<file path="src/rtl/sfd_pkg.sv">
package sfd_pkg;
    localparam int BYTE_W     = 8;
    localparam int PH_W       = 3;
    localparam int CNT_W      = 3;
    localparam int ADDR_BYTES = 3;
    localparam int ADDR_W     = ADDR_BYTES * BYTE_W;

    localparam logic [7:0] OP_WEL_SET  = 8'h06;
    localparam logic [7:0] OP_WEL_CLR  = 8'h04;
    localparam logic [7:0] OP_STAT_RD  = 8'h05;
    localparam logic [7:0] OP_ER_SECT  = 8'h20;
    localparam logic [7:0] OP_ER_BLOCK = 8'hD8;
    localparam logic [7:0] OP_ER_CHIP  = 8'hC7;
    localparam logic [7:0] OP_PROG     = 8'h02;
    localparam logic [7:0] OP_SLEEP    = 8'hB9;
    localparam logic [7:0] OP_WAKE     = 8'hAB;

    typedef enum logic [1:0] {
        KIND_SECTOR = 2'd0,
        KIND_BLOCK  = 2'd1,
        KIND_CHIP   = 2'd2,
        KIND_PAGE   = 2'd3
    } cmd_kind_e;
endpackage

</file>
<file path="src/rtl/sfd_sync.sv">
module sfd_sync #(
    parameter int STAGES = 2
) (
    input  logic clk,
    input  logic rst_n,
    input  logic cs_n_raw,
    input  logic sclk_raw,
    input  logic mosi_raw,
    output logic sel,
    output logic frame_start,
    output logic frame_end,
    output logic sclk_rise,
    output logic sclk_fall,
    output logic mosi_s
);
    // bit 0: cs_n, bit 1: sclk, bit 2: mosi
    localparam logic [2:0] RST_VAL = 3'b001;

    logic [2:0] stage_q [STAGES];
    logic [1:0] prev_q;

    genvar g;
    generate
        for (g = 0; g < STAGES; g++) begin : g_stage
            always_ff @(posedge clk or negedge rst_n) begin
                if (!rst_n) begin
                    stage_q[g] <= RST_VAL;
                end else if (g == 0) begin
                    stage_q[g] <= {mosi_raw, sclk_raw, cs_n_raw};
                end else begin
                    stage_q[g] <= stage_q[(g == 0) ? 0 : g - 1];
                end
            end
        end
    endgenerate

    always_ff @(posedge clk or negedge rst_n) begin
        if (!rst_n) prev_q <= 2'b01;
        else        prev_q <= stage_q[STAGES-1][1:0];
    end

    assign sel         = !stage_q[STAGES-1][0];
    assign frame_start = !stage_q[STAGES-1][0] &&  prev_q[0];
    assign frame_end   =  stage_q[STAGES-1][0] && !prev_q[0];
    assign sclk_rise   =  stage_q[STAGES-1][1] && !prev_q[1];
    assign sclk_fall   = !stage_q[STAGES-1][1] &&  prev_q[1];
    assign mosi_s      =  stage_q[STAGES-1][2];
endmodule

</file>
<file path="src/rtl/sfd_shifter.sv">
module sfd_shifter
    import sfd_pkg::*;
(
    input  logic              clk,
    input  logic              rst_n,
    input  logic              sel,
    input  logic              frame_start,
    input  logic              sclk_rise,
    input  logic              sclk_fall,
    input  logic              mosi_s,
    input  logic              tx_en,
    input  logic [BYTE_W-1:0] tx_byte,
    output logic              byte_vld,
    output logic [BYTE_W-1:0] rx_byte,
    output logic [CNT_W-1:0]  byte_cnt,
    output logic [PH_W-1:0]   bit_ph,
    output logic              miso
);
    typedef struct packed {
        logic [BYTE_W-1:0] sh;
        logic [PH_W-1:0]   ph;
        logic [CNT_W-1:0]  cnt;
        logic              vld;
        logic              dout;
    } shf_t;

    shf_t shf_d, shf_q;

    always_comb begin
        shf_d     = shf_q;
        shf_d.vld = 1'b0;
        if (!sel) shf_d.dout = 1'b0;
        if (frame_start) begin
            shf_d.ph  = '0;
            shf_d.cnt = '0;
            shf_d.sh  = '0;
        end else if (sel && sclk_rise) begin
            shf_d.sh = {shf_q.sh[BYTE_W-2:0], mosi_s};
            shf_d.ph = shf_q.ph + 1'b1;
            if (shf_q.ph == PH_W'(BYTE_W - 1)) begin
                shf_d.vld = 1'b1;
                if (shf_q.cnt != '1) shf_d.cnt = shf_q.cnt + 1'b1;
            end
        end
        if (sel && sclk_fall) begin
            shf_d.dout = tx_en ? tx_byte[PH_W'(BYTE_W - 1) - shf_q.ph] : 1'b0;
        end
    end

    always_ff @(posedge clk or negedge rst_n) begin
        if (!rst_n) shf_q <= '0;
        else        shf_q <= shf_d;
    end

    assign byte_vld = shf_q.vld;
    assign rx_byte  = shf_q.sh;
    assign byte_cnt = shf_q.cnt;
    assign bit_ph   = shf_q.ph;
    assign miso     = shf_q.dout;
endmodule

</file>
<file path="src/rtl/sfd_ctrl.sv">
module sfd_ctrl
    import sfd_pkg::*;
#(
    parameter int RECOVERY_CYC = 300
) (
    input  logic              clk,
    input  logic              rst_n,
    input  logic              frame_start,
    input  logic              frame_end,
    input  logic              byte_vld,
    input  logic [BYTE_W-1:0] rx_byte,
    input  logic [CNT_W-1:0]  byte_cnt,
    input  logic [PH_W-1:0]   bit_ph,
    input  logic              array_done,
    output logic              tx_en,
    output logic [BYTE_W-1:0] status,
    output logic              powered_down,
    output logic              cmd_valid,
    output cmd_kind_e         cmd_kind,
    output logic [ADDR_W-1:0] cmd_addr
);
    localparam int REC_W = (RECOVERY_CYC < 2) ? 1 : $clog2(RECOVERY_CYC + 1);

    typedef struct packed {
        logic              wel;
        logic              busy;
        logic              pd;
        logic [REC_W-1:0]  rec;
        logic              ign;
        logic              rd;
        logic [BYTE_W-1:0] op;
        logic [ADDR_W-1:0] addr;
        logic              cv;
        cmd_kind_e         kind;
        logic [ADDR_W-1:0] caddr;
    } ctl_t;

    ctl_t ctl_d, ctl_q;
    logic exact_op, exact_addr, whole_prog;

    assign exact_op   = (byte_cnt == CNT_W'(1)) && (bit_ph == '0);
    assign exact_addr = (byte_cnt == CNT_W'(ADDR_BYTES + 1)) && (bit_ph == '0);
    assign whole_prog = (byte_cnt >= CNT_W'(ADDR_BYTES + 1)) && (bit_ph == '0);

    always_comb begin
        ctl_d    = ctl_q;
        ctl_d.cv = 1'b0;
        if (ctl_q.rec != '0) ctl_d.rec = ctl_q.rec - 1'b1;
        if (array_done && ctl_q.busy) ctl_d.busy = 1'b0;

        if (frame_start) begin
            ctl_d.ign = (ctl_q.rec != '0);
            ctl_d.rd  = 1'b0;
        end

        if (byte_vld && !ctl_q.ign) begin
            if (byte_cnt == CNT_W'(1)) begin
                ctl_d.op = rx_byte;
                ctl_d.rd = (rx_byte == OP_STAT_RD) && !ctl_q.pd;
            end else if (byte_cnt <= CNT_W'(ADDR_BYTES + 1)) begin
                ctl_d.addr = {ctl_q.addr[ADDR_W-BYTE_W-1:0], rx_byte};
            end
        end

        if (frame_end) begin
            ctl_d.rd = 1'b0;
            if (!ctl_q.ign) begin
                if (ctl_q.pd) begin
                    if (ctl_q.op == OP_WAKE && exact_op) begin
                        ctl_d.pd  = 1'b0;
                        ctl_d.rec = REC_W'(RECOVERY_CYC);
                    end
                end else if (!ctl_q.busy) begin
                    unique case (ctl_q.op)
                        OP_WEL_SET: if (exact_op) ctl_d.wel = 1'b1;
                        OP_WEL_CLR: if (exact_op) ctl_d.wel = 1'b0;
                        OP_SLEEP:   if (exact_op) ctl_d.pd  = 1'b1;
                        OP_ER_SECT, OP_ER_BLOCK: begin
                            if (exact_addr && ctl_q.wel) begin
                                ctl_d.cv    = 1'b1;
                                ctl_d.kind  = (ctl_q.op == OP_ER_SECT) ? KIND_SECTOR : KIND_BLOCK;
                                ctl_d.caddr = ctl_q.addr;
                            end
                        end
                        OP_ER_CHIP: begin
                            if (exact_op && ctl_q.wel) begin
                                ctl_d.cv    = 1'b1;
                                ctl_d.kind  = KIND_CHIP;
                                ctl_d.caddr = '0;
                            end
                        end
                        OP_PROG: begin
                            if (whole_prog && ctl_q.wel) begin
                                ctl_d.cv    = 1'b1;
                                ctl_d.kind  = KIND_PAGE;
                                ctl_d.caddr = ctl_q.addr;
                            end
                        end
                        default: ;
                    endcase
                    if (ctl_d.cv) begin
                        ctl_d.busy = 1'b1;
                        ctl_d.wel  = 1'b0;
                    end
                end
            end
        end
    end

    always_ff @(posedge clk or negedge rst_n) begin
        if (!rst_n) ctl_q <= '0;
        else        ctl_q <= ctl_d;
    end

    // bit 7 write-disable and bits 4:2 protection are held at zero
    assign status       = {1'b0, 2'b00, 3'b000, ctl_q.wel, ctl_q.busy};
    assign tx_en        = ctl_q.rd;
    assign powered_down = ctl_q.pd;
    assign cmd_valid    = ctl_q.cv;
    assign cmd_kind     = ctl_q.kind;
    assign cmd_addr     = ctl_q.caddr;
endmodule

</file>
<file path="src/rtl/sflash_cmd_decoder.sv">
module sflash_cmd_decoder
    import sfd_pkg::*;
#(
    parameter int SYNC_STAGES  = 2,
    parameter int RECOVERY_CYC = 300
) (
    input  logic        clk,
    input  logic        rst_n,
    input  logic        cs_n,
    input  logic        sclk,
    input  logic        mosi,
    input  logic        array_done,
    output logic        miso,
    output logic        cmd_valid,
    output logic [1:0]  cmd_kind,
    output logic [23:0] cmd_addr,
    output logic [7:0]  status,
    output logic        powered_down
);
    logic              sel, frame_start, frame_end, sclk_rise, sclk_fall, mosi_s;
    logic              byte_vld, tx_en;
    logic [BYTE_W-1:0] rx_byte;
    logic [CNT_W-1:0]  byte_cnt;
    logic [PH_W-1:0]   bit_ph;
    cmd_kind_e         kind;

    sfd_sync #(.STAGES(SYNC_STAGES)) i_sync (
        .clk         (clk),
        .rst_n       (rst_n),
        .cs_n_raw    (cs_n),
        .sclk_raw    (sclk),
        .mosi_raw    (mosi),
        .sel         (sel),
        .frame_start (frame_start),
        .frame_end   (frame_end),
        .sclk_rise   (sclk_rise),
        .sclk_fall   (sclk_fall),
        .mosi_s      (mosi_s)
    );

    sfd_shifter i_shifter (
        .clk         (clk),
        .rst_n       (rst_n),
        .sel         (sel),
        .frame_start (frame_start),
        .sclk_rise   (sclk_rise),
        .sclk_fall   (sclk_fall),
        .mosi_s      (mosi_s),
        .tx_en       (tx_en),
        .tx_byte     (status),
        .byte_vld    (byte_vld),
        .rx_byte     (rx_byte),
        .byte_cnt    (byte_cnt),
        .bit_ph      (bit_ph),
        .miso        (miso)
    );

    sfd_ctrl #(.RECOVERY_CYC(RECOVERY_CYC)) i_ctrl (
        .clk          (clk),
        .rst_n        (rst_n),
        .frame_start  (frame_start),
        .frame_end    (frame_end),
        .byte_vld     (byte_vld),
        .rx_byte      (rx_byte),
        .byte_cnt     (byte_cnt),
        .bit_ph       (bit_ph),
        .array_done   (array_done),
        .tx_en        (tx_en),
        .status       (status),
        .powered_down (powered_down),
        .cmd_valid    (cmd_valid),
        .cmd_kind     (kind),
        .cmd_addr     (cmd_addr)
    );

    assign cmd_kind = kind;
endmodule

</file>
<file path="config.mk">
export PLATFORM = sky130hd
export DESIGN_NAME = sflash_cmd_decoder
export DESIGN_NICKNAME = d
export VERILOG_FILES = /design/src/rtl/sfd_pkg.sv /design/src/rtl/sfd_sync.sv /design/src/rtl/sfd_shifter.sv /design/src/rtl/sfd_ctrl.sv /design/src/rtl/sflash_cmd_decoder.sv
export SDC_FILE = /design/constraint.sdc
export NUM_CORES = 1
export LEC_CHECK = 0
export BUFFER_PORTS_ARGS = -buffer_cell sky130_fd_sc_hd__buf_2
export CORE_MARGIN = 2
export CORE_UTILIZATION = 51
export CTS_BUF_LIST = sky130_fd_sc_hd__clkbuf_16
export CTS_CLUSTER_DIAMETER = 150
export DETAILED_ROUTE_END_ITERATION = 10
export PLACE_DENSITY = 0.79
export REMOVE_ABC_BUFFERS = 1
export SKIP_LAST_GASP = 1
export SLEW_MARGIN = 15
export SYNTH_ARGS = -nofsm -noshare
export SYNTH_HDL_FRONTEND = slang
export SYNTH_HIERARCHICAL = 1
export SYNTH_SLANG_ARGS = --single-unit
</file>
<file path="constraint.sdc">
create_clock -name clk -period 6.8 [get_ports clk]
set_input_delay 1.36 -clock clk [delete_from_list [all_inputs] [get_ports clk]]
set_output_delay 1.36 -clock clk [all_outputs]
set_load 0.01 [all_outputs]
</file>
# Word level (Yosys, flattened, before mapping)

Index checks and enable logic that the tools add are counted.

Output and inout bits: 37
Input bits: 6
Flip-flop bits (word level): 97
Logic and storage cells: 129

Equality and inequality tests: 19
Add/sub/neg operators: 4
Magnitude comparators: 3
Bitwise operators: 4
Reduce and logical (&&, ||, !) cells: 36
Mux-type cells: 44

Operators by type and width:

| cell                | count |
|---|---|
| $mux 27             | 11 |
| $pmux 27 s3         | 1 |
| $mux 24             | 2 |
| $mux 33             | 1 |
| $eq 8x8->1 const B  | 4 |
| $mux 9              | 3 |
| $eq 8x3->1 const B  | 3 |
| $mux 11             | 2 |
| $ne 6x2->1 const B  | 3 |
| $logic_and 1x1->1   | 16 |
| $mux 1              | 15 |
| $mux 15             | 1 |
| $mux 14             | 1 |
| $mux 10             | 1 |
| $reduce_bool 9->1   | 1 |
| $sub 9x1->9 const B | 1 |
| $eq 8x2->1 const B  | 1 |
| $eq 8x6->1 const B  | 1 |
| $reduce_and 8->1    | 1 |
| $reduce_bool 2->1   | 4 |
| $ne 7x1->1 const B  | 1 |
| $reduce_and 7->1    | 1 |
| $add 3x1->3 const B | 2 |
| $eq 3x3->1 const B  | 2 |
| 19 further kinds    | 31 |

# Depth between registers and ports, before layout

Word-level depth: 14
Depth in mapped cells: 8
Depth with buffers taken out: 7

# Cells and area by module

The synthesis kept the hierarchy.

By module, submodules not included:

| module      | instances | area an instance (um^2) | cells an instance | sequential area each (um^2) |
|---|---|---|---|---|
| sfd_ctrl    | 1         | 3403.3                  | 283               | 1826.8 |
| sfd_shifter | 1         | 750.7                   | 74                | 400.4 |
| sfd_sync    | 1         | 237.7                   | 13                | 203.9 |

# Least setup slack after synthesis

No wires, ideal clock.

Path kind: reg2reg
Start point: register i_ctrl/ctl_q[52] (netlist bit)
End point: register i_ctrl.ctl_q (netlist bit i_ctrl/cmd_addr[16])
Setup slack: 4.573 ns
Path buffers: 2
Required time: 6.679 ns
Arrival time: 2.106 ns
Setup time: 0.121 ns
Stages on the path, launching flop included: 8
Clock period less this slack: 2.227 ns
Cells stage by stage: dfrtp_1 > buf_6 > or4b_1 > or4b_4 > a21oi_2 > o21ai_2 > buf_6 > a22o_1

Longest elaborated chain between the ends: 7
Elaborated cells on any way between the ends: 15
Those cells by class: eq/ne: 8; mux: 5; reduce/logical: 2

Ends and longest elaborated chain:

| item                                            | RTL line        | source |
|---|---|---|
| start: declaration                              | sfd_ctrl.sv:38  | `ctl_t ctl_d, ctl_q;` |
| start signal: assignment                        | sfd_ctrl.sv:112 | `else ctl_q <= ctl_d;` |
| $eq 8x8->1 / $eq 8x6->1 (equally long branches) | sfd_ctrl.sv:74  | `unique case (ctl_q.op)` |
| $reduce_or 2->1                                 | sfd_ctrl.sv:74  |  |
| $pmux 27 s3                                     | sfd_ctrl.sv:74  |  |
| $mux 27                                         | sfd_ctrl.sv:73  | `end else if (!ctl_q.busy) begin` |
| $mux 27                                         | sfd_ctrl.sv:68  | `if (ctl_q.pd) begin` |
| $mux 27                                         | sfd_ctrl.sv:67  | `if (!ctl_q.ign) begin` |
| $mux 27                                         | sfd_ctrl.sv:65  | `if (frame_end) begin` |

Several ways; a longest one is shown, not always the timed one. The select of a mux whose other input is x is not followed.
A chain may end at the register's enable or synchronous reset.

# Worst setup path after layout

Start point: register i_ctrl/ctl_q[52] (netlist bit)
End point: register i_ctrl.ctl_q (netlist bit i_ctrl/cmd_addr[22])

The elaborated chain is that of the path after synthesis.

==> impl_metrics.py <==
metrics = {
    "logic_synthesis": {
        "synthCells": 370,
        "synth-compound-area-share_pct": 9.86,
        "yosysWarnings": 6,
        "synth-simple-area-share_pct": 13.6,
        "async_flop_share_pct": 100,
        "synth.avg_cell_area_sq_um": 11.9,
        "synthAdderAreaFrac_pct": 1.71,
        "synth_top_family_by_area": "simple AND/OR/NAND/NOR gates",
        "muxShareOfSynthArea_pct": 9.52,
        "ys_seq_area_share_pct": 55.4,
        "ys_types": 55,
        "synth_xor_area_share_pct": 1.60,
        "syn_area_sq_um": 4390,
        "synth_edf_count": 0,
        "yosys_register_bits": 97,
        "synthFlopType": "dfrtp_1",
    },
    "run": {
        "cap_viol_max_count": 0,
    },
    "run_status": {
        "status": "finished, final reports clean",
    },
    "layout": {
        "final_common_cell": "dfrtp_1",
        "nets": 393,
        "final_cell_mix": "dfrtp_1, buf_2, nand2_1, nor2_1, a22o_1",
        "syn2layout_area_growth_pct": 7.15,
        "drive_above_1_share_pct": 22.5,
        "antenna_cells": 0,
    },
    "place": {
        "place_congestion": 0.952,
        "dp_hpwl_um": 5240,
        "numPortBuffers": 36,
    },
    "global_route": {
        "antenna_found_initial": 0,
        "grt_pass1_vias": 2702,
        "grt_pass1_wl_um": 13200,
        "grt_max_degree": 50,
        "grt.overflow.total": 0,
        "track_usage_pct": 17.2,
    },
    "timing": {
        "fin_skew_ns": 0.00721,
        "fin_crit_ns": 2.72,
        "worst_pin_slew_ns": 1.09,
        "timing.final.crit_share_pct": 40.0,
        "clock.fmax_ghz": 0.368,
        "timing.setup.tns_ns": 0,
        "setup_viol": 0,
        "max_slew_margin_pct": 27.4,
        "rsz0062_at_grt": "false",
        "drv_slew": 0,
        "final_hold_viol_count": 0,
    },
    "clock_network": {
        "cts_resized": 0,
        "clockBufferDepth": 2,
        "clock-sinks": 97,
        "cts_tree": "yes",
        "cts_setup_buffers": 0,
        "path_clk_slew_ns": 0.07,
        "htree_levels": 3,
        "cts_hold_buf": 0,
        "clkLatencyLatePin_ns": 0.34,
        "numCtsBuffers": 9,
        "cts-root-buf": "clkbuf_16",
    },
    "die": {
        "num_rows": 33,
        "dieArea_sq_um": 9370,
        "coreArea_sq_um": 8300,
        "fp.dieH_um": 96.8,
        "die_w_um": 96.8,
        "boundaryPins": 43,
        "initial_core_util_pct": 52.9,
    },
    "setup_path": {
        "crit_type": "reg2reg",
        "worstPathArrival_ns": 2.99,
        "r2r_cells": 5,
        "path_cells": "or4b_1 > or4b_4 > o31ai_1 > and2_1 > a22o_1",
        "crit_start": "i_ctrl/ctl_q[52]",
        "required_ns": 7.07,
        "cp_top_family": "simple AND/OR/NAND/NOR gates",
        "cp-start-kind": "register",
        "timing.rr.start": "i_ctrl/ctl_q[52]",
        "slowest_delay_ns": 0.78,
        "crit_slowest_cell": "and2_1",
        "cp_num_buf_inv": 0,
        "cp_num_cells": 5,
        "worstSetupEndpointType": "register",
        "worst-path-max-fanout": 24,
    },
    "detailed_routing": {
        "via_count": 2789,
        "dr.first_iter.drc_count": 167,
        "drc": 0,
        "routed_wl_um": 7720,
        "firstDrtPassIters": 4,
        "final_antenna_net_count": 0,
        "routedWlPerCell_um": 15.7,
        "viasPerCell": 5.68,
    },
    "hold_path": {
        "hp-start": "i_sync/stage_q[4]",
        "hold_path_class": "reg2reg",
        "hold_depth": 0,
    },
    "pwr": {
        "power_uw": 1120,
        "power_density_nw_per_um2": 238,
        "vdd_ir_drop_max_mv": 0.147,
        "leakage_uw": 0.00238,
    },
}
==> layer usage <==
layer	vias up	GRT usage (%)	share of wire (%)
met4	0	6.28	1.5
met5	-	0	0
met3	13	3.32	4.1
li1	1300	-	-
met1	1407	24.0	46
met2	69	26.9	49
==> per-stage QoR <==
step           utilization, %  hold slack, ns  worst slack [ns]  cells  instance area [sq um]
2_1_floorplan               -           0.331              4.46    331                   4080
3_3_place_gp             53.2           0.333              4.20    475                   4410
3_5_place_dp             53.2           0.337              4.11    475                   4410
4_1_cts                  56.7           0.352              4.10    491                   4710
5_1_grt                  56.7           0.359              3.94    491                   4710
6_report                 56.7           0.352              4.08    491                   4710
==> worst register-to-register path: cells and delay by family (launching register included) <==
kind	cells	cell delay, ns
flip-flops	1	0.47
AND/OR/NAND/NOR	3	1.85
AO/OA/AOI/OAI	2	0.35
==> cell type report <==
class,instances,area [sq um]
multi-input combinational,226,1610
inverter,8,30.0
fill,670,3590
clock buffer,9,225
timing repair buffer,39,205
tap,105,131
clock inverter,7,68.8
sequential,97,2430
==> where the power goes <==
group	leakage, uW	switching (uW)	internal (uW)
clock network	0.000147	210	285
registers	0.00133	6.39	583
logic	0.000899	23.3	10.6
total	0.00238	240	879
==> synthesized netlist by cell type, types with 2 or more instances <==
cell type / instances / area [sq um]
nor3b_1: 5 / 37.5
dfstp_2: 3 / 78.8
xor2_1: 2 / 17.5
and2_1: 2 / 12.5
a31oi_1: 2 / 12.5
nand2b_1: 3 / 18.8
o211ai_1: 2 / 15.0
nor2b_1: 7 / 43.8
ha_1: 6 / 75.1
buf_4: 35 / 263
dfrtp_1: 94 / 2350
nor2_1: 24 / 90.1
o21ai_1: 2 / 10.0
mux2_1: 10 / 113
a21oi_1: 14 / 70.1
and2b_2: 2 / 17.5
clkbuf_1: 3 / 11.3
a22o_1: 24 / 210
or4_1: 2 / 15.0
nand4b_1: 3 / 26.3
xnor2_1: 6 / 52.6
nor4b_1: 2 / 17.5
mux2i_1: 2 / 20.0
nand3b_1: 2 / 15.0
inv_1: 8 / 30.0
nand2_1: 32 / 120
a2111oi_0: 2 / 17.5
and3_1: 2 / 12.5
nor4_1: 4 / 25.0
o31ai_1: 2 / 15.0
mux2_2: 23 / 259
nor3_1: 6 / 30.0
buf_6: 5 / 56.3
nand3_1: 8 / 40.0
==> cell families after synthesis <==
logic type,after synthesis
compound gates,58
xor+xnor,8
fa+ha+maj,6
buf+inv,52
flops,97
mux,36
other cells,1
simple gates,112
==> final timing paths <==
path,to,slack [ns]
min reg2reg,i_sync/stage_q[1],0.35
min,i_sync/stage_q[1],0.35
max,i_ctrl/cmd_addr[22],4.08
max reg2reg,i_ctrl/cmd_addr[22],4.08
max in group asynchronous,i_ctrl/ctl_q[64],4.72
min in group asynchronous,i_ctrl/ctl_q[47],1.03
==> state kept, by name (all words and copies together), names as in the netlist <==
signal               count
i_ctrl/ctl_q            42
i_ctrl/cmd_addr         24
i_shifter/rx_byte        8
i_sync/stage_q           5
i_shifter/bit_ph         3
i_shifter/byte_cnt       3
i_ctrl/cmd_kind          2
i_ctrl/status            2
i_sync/prev_q            2
i_ctrl/cmd_valid         1
i_ctrl/powered_down      1
i_ctrl/tx_en             1
i_shifter/byte_vld       1
i_shifter/miso           1
i_sync/mosi_s            1
No activity file was read; power rests on OpenSTA's default activity.
